### src/rtl/refpost_pkg.sv
package refpost_pkg;

  // Next owed-refresh count given an interval expiry and an acknowledge.
  function automatic int unsigned debt_next(input int unsigned cur, input logic tick,
                                            input logic ack, input int unsigned cap);
    logic pay;
    pay = ack && (cur != 0);
    if (tick && !pay) return (cur >= cap) ? cap : cur + 1;
    if (pay && !tick) return cur - 1;
    return cur;
  endfunction

  // True when an expiry finds the count already full and nothing is paid.
  function automatic logic debt_overflows(input int unsigned cur, input logic tick,
                                          input logic ack, input int unsigned cap);
    return tick && !(ack && (cur != 0)) && (cur >= cap);
  endfunction

  // Longest gap between refreshes, and so the longest a row may stay open.
  function automatic int unsigned deadline_cycles(input int unsigned trefi,
                                                  input int unsigned mult);
    return trefi * mult;
  endfunction

endpackage

### src/rtl/refpost_interval_timer.sv
module refpost_interval_timer #(
  parameter int TREFI_W = 16
) (
  input  logic               clk,
  input  logic               rst_n,
  input  logic [TREFI_W-1:0] trefi_cycles,
  output logic               tick_o
);
  localparam logic [TREFI_W-1:0] ONE = TREFI_W'(1);

  logic [TREFI_W-1:0] cnt_q;

  assign tick_o = (cnt_q >= (trefi_cycles - ONE));

  always_ff @(posedge clk or negedge rst_n) begin
    if (!rst_n)      cnt_q <= '0;
    else if (tick_o) cnt_q <= '0;
    else             cnt_q <= cnt_q + ONE;
  end

  // two expiries never come back to back for a legal interval
  assert_tick_spacing_R1: assert property (@(posedge clk)
    disable iff (!rst_n || trefi_cycles < TREFI_W'(2))
    tick_o |=> !tick_o);

endmodule

### src/rtl/refpost_debt_ctrl.sv
module refpost_debt_ctrl #(
  parameter int DEBT_MAX = 8,
  parameter int DEBT_W   = $clog2(DEBT_MAX + 1)
) (
  input  logic              clk,
  input  logic              rst_n,
  input  logic              tick_i,
  input  logic              ack_i,
  output logic [DEBT_W-1:0] debt_o,
  output logic              owed_o,
  output logic              full_o,
  output logic              ovf_o
);
  import refpost_pkg::*;

  localparam logic [DEBT_W-1:0] CAP = DEBT_W'(DEBT_MAX);

  logic [DEBT_W-1:0] debt_q;
  logic              ovf_q;
  logic              ovf_evt;

  assign ovf_evt = debt_overflows(32'(debt_q), tick_i, ack_i, DEBT_MAX);

  always_ff @(posedge clk or negedge rst_n) begin
    if (!rst_n) begin
      debt_q <= '0;
      ovf_q  <= 1'b0;
    end else begin
      debt_q <= DEBT_W'(debt_next(32'(debt_q), tick_i, ack_i, DEBT_MAX));
      if (ovf_evt) ovf_q <= 1'b1;
    end
  end

  assign debt_o = debt_q;
  assign owed_o = (debt_q != '0);
  assign full_o = (debt_q == CAP);
  assign ovf_o  = ovf_q;

  // the owed count stays within its cap
  assert_debt_cap_R2: assert property (@(posedge clk) disable iff (!rst_n)
    debt_q <= CAP);

  // an expiry at the cap without payment raises the sticky error
  assert_ovf_set_R2: assert property (@(posedge clk) disable iff (!rst_n)
    (tick_i && !ack_i && full_o) |=> (ovf_q && full_o));

  // the count moves by at most one per cycle
  assert_debt_step_R6: assert property (@(posedge clk) disable iff (!rst_n)
    (debt_q == $past(debt_q)) || (debt_q == $past(debt_q) + 1'b1) ||
    (debt_q + 1'b1 == $past(debt_q)));

  // an acknowledge with nothing owed and no expiry changes nothing
  assert_stray_ack_R6: assert property (@(posedge clk) disable iff (!rst_n)
    (ack_i && !owed_o && !tick_i) |=> !owed_o);

endmodule

### src/rtl/refpost_bank_tracker.sv
module refpost_bank_tracker #(
  parameter int NUM_BANKS = 4,
  parameter int ROW_W     = 20
) (
  input  logic                 clk,
  input  logic                 rst_n,
  input  logic [NUM_BANKS-1:0] act_i,
  input  logic [NUM_BANKS-1:0] close_i,
  input  logic [ROW_W-1:0]     limit_i,
  output logic [NUM_BANKS-1:0] open_o,
  output logic [NUM_BANKS-1:0] viol_o
);
  localparam logic [ROW_W-1:0] CNT_TOP = '1;

  for (genvar b = 0; b < NUM_BANKS; b++) begin : g_bank
    logic             open_q;
    logic [ROW_W-1:0] age_q;

    always_ff @(posedge clk or negedge rst_n) begin
      if (!rst_n) begin
        open_q <= 1'b0;
        age_q  <= '0;
      end else if (act_i[b]) begin
        open_q <= 1'b1;
        age_q  <= '0;
      end else if (close_i[b]) begin
        open_q <= 1'b0;
      end else if (open_q && age_q != CNT_TOP) begin
        age_q <= age_q + 1'b1;
      end
    end

    assign open_o[b] = open_q;
    assign viol_o[b] = open_q && (age_q >= limit_i);

    // activate wins; the bank is open with a fresh count afterwards
    assert_act_opens_R7: assert property (@(posedge clk) disable iff (!rst_n)
      act_i[b] |=> (open_q && age_q == '0));

    // a close without activate leaves the bank closed
    assert_close_R7: assert property (@(posedge clk) disable iff (!rst_n)
      (close_i[b] && !act_i[b]) |=> !open_q);
  end

endmodule

### src/rtl/refresh_postpone_sched.sv
module refresh_postpone_sched #(
  parameter int NUM_BANKS = 4,
  parameter int TREFI_W   = 16,
  parameter int DEBT_MAX  = 8
) (
  input  logic                 clk,
  input  logic                 rst_n,
  input  logic [TREFI_W-1:0]   trefi_cycles,
  input  logic [NUM_BANKS-1:0] act_evt,
  input  logic [NUM_BANKS-1:0] pre_evt,
  input  logic [NUM_BANKS-1:0] autopre_evt,
  input  logic                 idle_hint,
  input  logic                 ref_done,
  output logic                 ref_req,
  output logic                 ref_urgent,
  output logic                 prea_req,
  output logic                 row_open_viol,
  output logic                 debt_ovf
);
  import refpost_pkg::*;

  localparam int DEADLINE_MULT = DEBT_MAX + 1;
  localparam int MULT_W        = $clog2(DEADLINE_MULT + 1);
  localparam int ROW_W         = TREFI_W + MULT_W;
  localparam int DEBT_W        = $clog2(DEBT_MAX + 1);

  logic                 interval_tick;
  logic [DEBT_W-1:0]    debt;
  logic                 debt_owed;
  logic                 debt_full;
  logic [NUM_BANKS-1:0] bank_open;
  logic [NUM_BANKS-1:0] bank_viol;
  logic [NUM_BANKS-1:0] bank_close;
  logic [ROW_W-1:0]     row_limit;
  logic                 any_open;

  assign bank_close = pre_evt | autopre_evt;
  assign row_limit  = ROW_W'(deadline_cycles(32'(trefi_cycles), DEADLINE_MULT));

  refpost_interval_timer #(.TREFI_W(TREFI_W)) timer_i (
    .clk          (clk),
    .rst_n        (rst_n),
    .trefi_cycles (trefi_cycles),
    .tick_o       (interval_tick)
  );

  refpost_debt_ctrl #(.DEBT_MAX(DEBT_MAX), .DEBT_W(DEBT_W)) debt_i (
    .clk    (clk),
    .rst_n  (rst_n),
    .tick_i (interval_tick),
    .ack_i  (ref_done),
    .debt_o (debt),
    .owed_o (debt_owed),
    .full_o (debt_full),
    .ovf_o  (debt_ovf)
  );

  refpost_bank_tracker #(.NUM_BANKS(NUM_BANKS), .ROW_W(ROW_W)) banks_i (
    .clk     (clk),
    .rst_n   (rst_n),
    .act_i   (act_evt),
    .close_i (bank_close),
    .limit_i (row_limit),
    .open_o  (bank_open),
    .viol_o  (bank_viol)
  );

  assign any_open      = |bank_open;
  assign ref_urgent    = debt_full;
  assign ref_req       = debt_owed && (idle_hint || debt_full) && !any_open;
  assign prea_req      = debt_full && any_open;
  assign row_open_viol = |bank_viol;

  // a refresh is never offered while a row is open
  assert_req_closed_R3: assert property (@(posedge clk) disable iff (!rst_n)
    ref_req |-> (bank_open == '0));

  // precharge-all only while the refresh is forced
  assert_prea_urgent_R5: assert property (@(posedge clk) disable iff (!rst_n)
    prea_req |-> (ref_urgent && debt != '0));

  // a violation needs an open row
  assert_viol_open_R8: assert property (@(posedge clk) disable iff (!rst_n)
    row_open_viol |-> any_open);

  // urgency implies something is owed
  assert_urgent_owed_R4: assert property (@(posedge clk) disable iff (!rst_n)
    ref_urgent |-> debt_owed);

endmodule

### config.mk
export PLATFORM = sky130hd
export DESIGN_NAME = refresh_postpone_sched
export DESIGN_NICKNAME = d
export VERILOG_FILES = /design/src/rtl/refpost_pkg.sv /design/src/rtl/refpost_interval_timer.sv /design/src/rtl/refpost_debt_ctrl.sv /design/src/rtl/refpost_bank_tracker.sv /design/src/rtl/refresh_postpone_sched.sv
export SDC_FILE = /design/constraint.sdc
export NUM_CORES = 1
export LEC_CHECK = 0
export BUFFER_PORTS_ARGS = -buffer_cell sky130_fd_sc_hd__clkbuf_2
export CAP_MARGIN = 20
export CORE_MARGIN = 2
export CORE_UTILIZATION = 45
export CTS_CLUSTER_SIZE = 30
export DETAILED_ROUTE_END_ITERATION = 8
export HOLD_SLACK_MARGIN = 0.1
export PLACE_DENSITY = 0.65
export SYNTH_ARGS = -nofsm -noshare
export SYNTH_HDL_FRONTEND = slang
export SYNTH_SLANG_ARGS = --single-unit
### constraint.sdc
create_clock -name clk -period 17.6 [get_ports clk]
set_clock_uncertainty 0.05 [all_clocks]
set_input_delay 3.52 -clock clk [delete_from_list [all_inputs] [get_ports clk]]
set_output_delay 3.52 -clock clk [all_outputs]
set_load 0.03 [all_outputs]
==> qor.yml <==
outcome: "finished, final reports clean"
cts_buffer_depth: 2
ys_warn_count: 0
synth_area_leaders: "dfrtp_1 (32%), ha_1 (19%), xor2_1 (6.0%)"
max_cap_violations: 0
routed_via_density: 5.47
postCtsHoldBufs: 0
postSynthCellCount: 897
power_leakage_nw: 4.19
drt-initial-drc-count: 397
ir_drop_v: 0.0000554
synth.distinct_cells: 60
wl_per_cell_microns: 15.7
maxSlewHeadroom_pct: 37.8
powerDensity_nw_per_um2: 71.8
synth_area_sq_um: 8120
postCtsSetupBuffers: 0
tritoncts: "yes"
synthArstFlopShare_pct: 100
rows: 49
synthFlopType: "dfrtp_1"
cpLargestDelayFamily: "compound AO/OA/AOI/OAI gates"
grt_start_max_net_pins: 63
path_max_fanout: 10
arrival_ns: 8.28
wl_microns: 18400
cp.required_ns: 14.03
gr-usage-all-layers_pct: 20.1
synth_seq_cells: 105
firstDrtPassIters: 5
areaGrowthSynthToFinish_pct: 9.12
hpwl_microns: 13700
start_kind: "input port"
cts_max_level: 3
fin_setup_tns_ns: 0
slew_violations: 0
crit_type: "in -> out"
dieArea_sq_um: 19100
numCtsBuffers: 9
layout_min_cycle_time_ns: 11.85
grt_pass1_vias: 6128
synth_largest_area_cell: "dfrtp_1"
drive_gt1_share_pct: 7.23
core_area_sq_um: 17800
syn_area_per_cell_sq_um: 9.05
worstPathCellList: "clkbuf_2, ha_1, ha_1, fa_1, a211oi_1, o21ai_0, a2111oi_1, o21bai_1, a21oi_1, nor2b_1, o21ai_0, xor2_1, ha_1, nand3_1, nor2_1, and2_1, a32oi_1, nand2_1, a211oi_1, and3_1, o211ai_1, clkbuf_2"
setup_viol: 0
hold_class: "reg -> reg"
diodes: 0
endpoint_kind: "output port"
slowest_delay_ns: 0.47
period_share_pct: 67.3
postLayoutCoreUtil_pct: 49.7
ys_seq_area_share_pct: 32.4
path_common_cell: "ha_1"
grt_overflow: 0
die_h_microns: 138
rsz0062_at_grt: "no"
place.gp.congestion: 0.921
cts_root_buffer: "clkbuf_16"
cts.repair.resized: 0
syn-num-nets: 1054
drt_drc_violations_left: 0
grt_antenna_before_repair: 0
initial_core_util_pct: 45.5
worst_pin_slew_ns: 0.927
nets: 1093
fmax_mhz: 84.4
path_buf_inv: 2
ant_nets: 0
finalHoldViolCount: 0
io_buffer_count: 36
cp_slowest_cell: "a2111oi_1"
dieWidth_microns: 138
synth_edf_count: 0
clock_sinks: 105
boundaryPins: 37
clk_pin_slew_ns: 0.07
synth.top_cell.area_share_pct: 32.4
via_count: 6405
grt_pass1_wl_microns: 31400
clkLatencyLatePin_ns: 0.36
==> cells by family after synthesis <==
logic type / synth area share (%)
xor+xnor: 10.9
buf+inv: 2.27
flops: 32.4
simple gates: 22.3
fa+ha+maj: 19.7
compound gates: 12.1
mux: 0.370
==> area by class of cell <==
| cell class | count | area [sq um] |
|---|---|---|
| fillers | 1696 | 8980 |
| clock buffers | 10 | 229 |
| inverters | 37 | 139 |
| multi-input cells | 744 | 5310 |
| clock inverters | 6 | 65.1 |
| flip-flops and latches | 105 | 2630 |
| well taps | 229 | 287 |
| repair buffers | 39 | 205 |
==> synth_stat cells, drive strengths merged, types with 2 or more instances <==
| cell | count |
|---|---|
| mux2i | 3 |
| xnor2 | 45 |
| dfrtp | 105 |
| nor2 | 117 |
| a2111o | 2 |
| a21oi | 51 |
| nand4 | 22 |
| o211ai | 8 |
| maj3 | 3 |
| nor2b | 15 |
| nand2 | 58 |
| o2111ai | 3 |
| and3 | 12 |
| a2111oi | 3 |
| a21boi | 3 |
| a22oi | 3 |
| nor3 | 18 |
| a31oi | 2 |
| o21a | 2 |
| a221oi | 3 |
| and2 | 7 |
| xor2 | 56 |
| nand3b | 2 |
| nor4 | 7 |
| a21o | 15 |
| nand2b | 10 |
| inv | 37 |
| o21ai | 40 |
| a211oi | 4 |
| o21bai | 4 |
| or3 | 16 |
| ha | 124 |
| nand3 | 54 |
| nor3b | 3 |
| clkbuf | 10 |
| and4 | 12 |
| or2 | 4 |
==> layer usage <==
layer | vias to the layer above | share of wire, % | GRT usage [%]
met4 | 0 | 2.1 | 6.18
met3 | 20 | 4.3 | 3.39
met2 | 95 | 45 | 31.5
met5 | - | 0 | 0
li1 | 3292 | - | -
met1 | 2998 | 49 | 28.4
==> path summary, 6_finish.rpt <==
path | from | endpoint | slack (ns) | depth (start not counted)
worst max-delay path | trefi_cycles[0] | row_open_viol | 5.75 | 22
worst min-delay path | debt_i.ovf_o | debt_i.ovf_o | 0.40 | 1
worst max register to register | timer_i.cnt_q[0] | debt_i.debt_o[2] | 14.55 | 16
worst min register to register | debt_i.ovf_o | debt_i.ovf_o | 0.40 | 1
max in group asynchronous | rst_n | banks_i.g_bank[0].age_q[17] | 13.17 | 2
min in group asynchronous | rst_n | timer_i.cnt_q[6] | 3.10 | 1
==> report_power, final <==
| part | internal, mW | total (mW) | switching (mW) |
|---|---|---|---|
| sequential | 0.254 | 0.272 | 0.0181 |
| combinational | 0.0623 | 0.158 | 0.0962 |
| clock | 0.111 | 0.206 | 0.0949 |
==> cells in the final DEF (no fill, tap or decap), types with 12 or more instances in the layout <==
cell type	instances
and3_1	12
xnor2_1	45
or3_1	16
a21oi_1	51
nand2_1	57
dfrtp_1	105
nand4_1	19
o21ai_0	39
clkbuf_2	35
nor2_1	117
inv_1	37
ha_1	124
nand3_1	54
nor3_1	17
nor2b_1	15
a21o_1	15
xor2_1	56
==> sequential cells by signal, summed over array words and instances, names as in the netlist <==
register / cells
debt_i.debt_o: 4
timer_i.cnt_q: 16
debt_i.ovf_o: 1
banks_i.g_bank.age_q: 80
banks_i.g_bank.open_q: 4
==> per-stage QoR <==
step	setup WS, ns	power [mW]	cell area, sq um	cells	hold slack, ns
6_report	5.75	0.636	8860	1170	0.404
5_1_grt	5.33	0.683	8860	1170	0.419
4_1_cts	5.76	0.647	8860	1170	0.412
3_5_place_dp	5.79	0.437	8570	1154	0.396
3_3_place_gp	5.96	0.433	8570	1154	0.389
2_1_floorplan	6.66	0.383	8120	897	0.425
No activity file was read; power rests on OpenSTA's default activity.
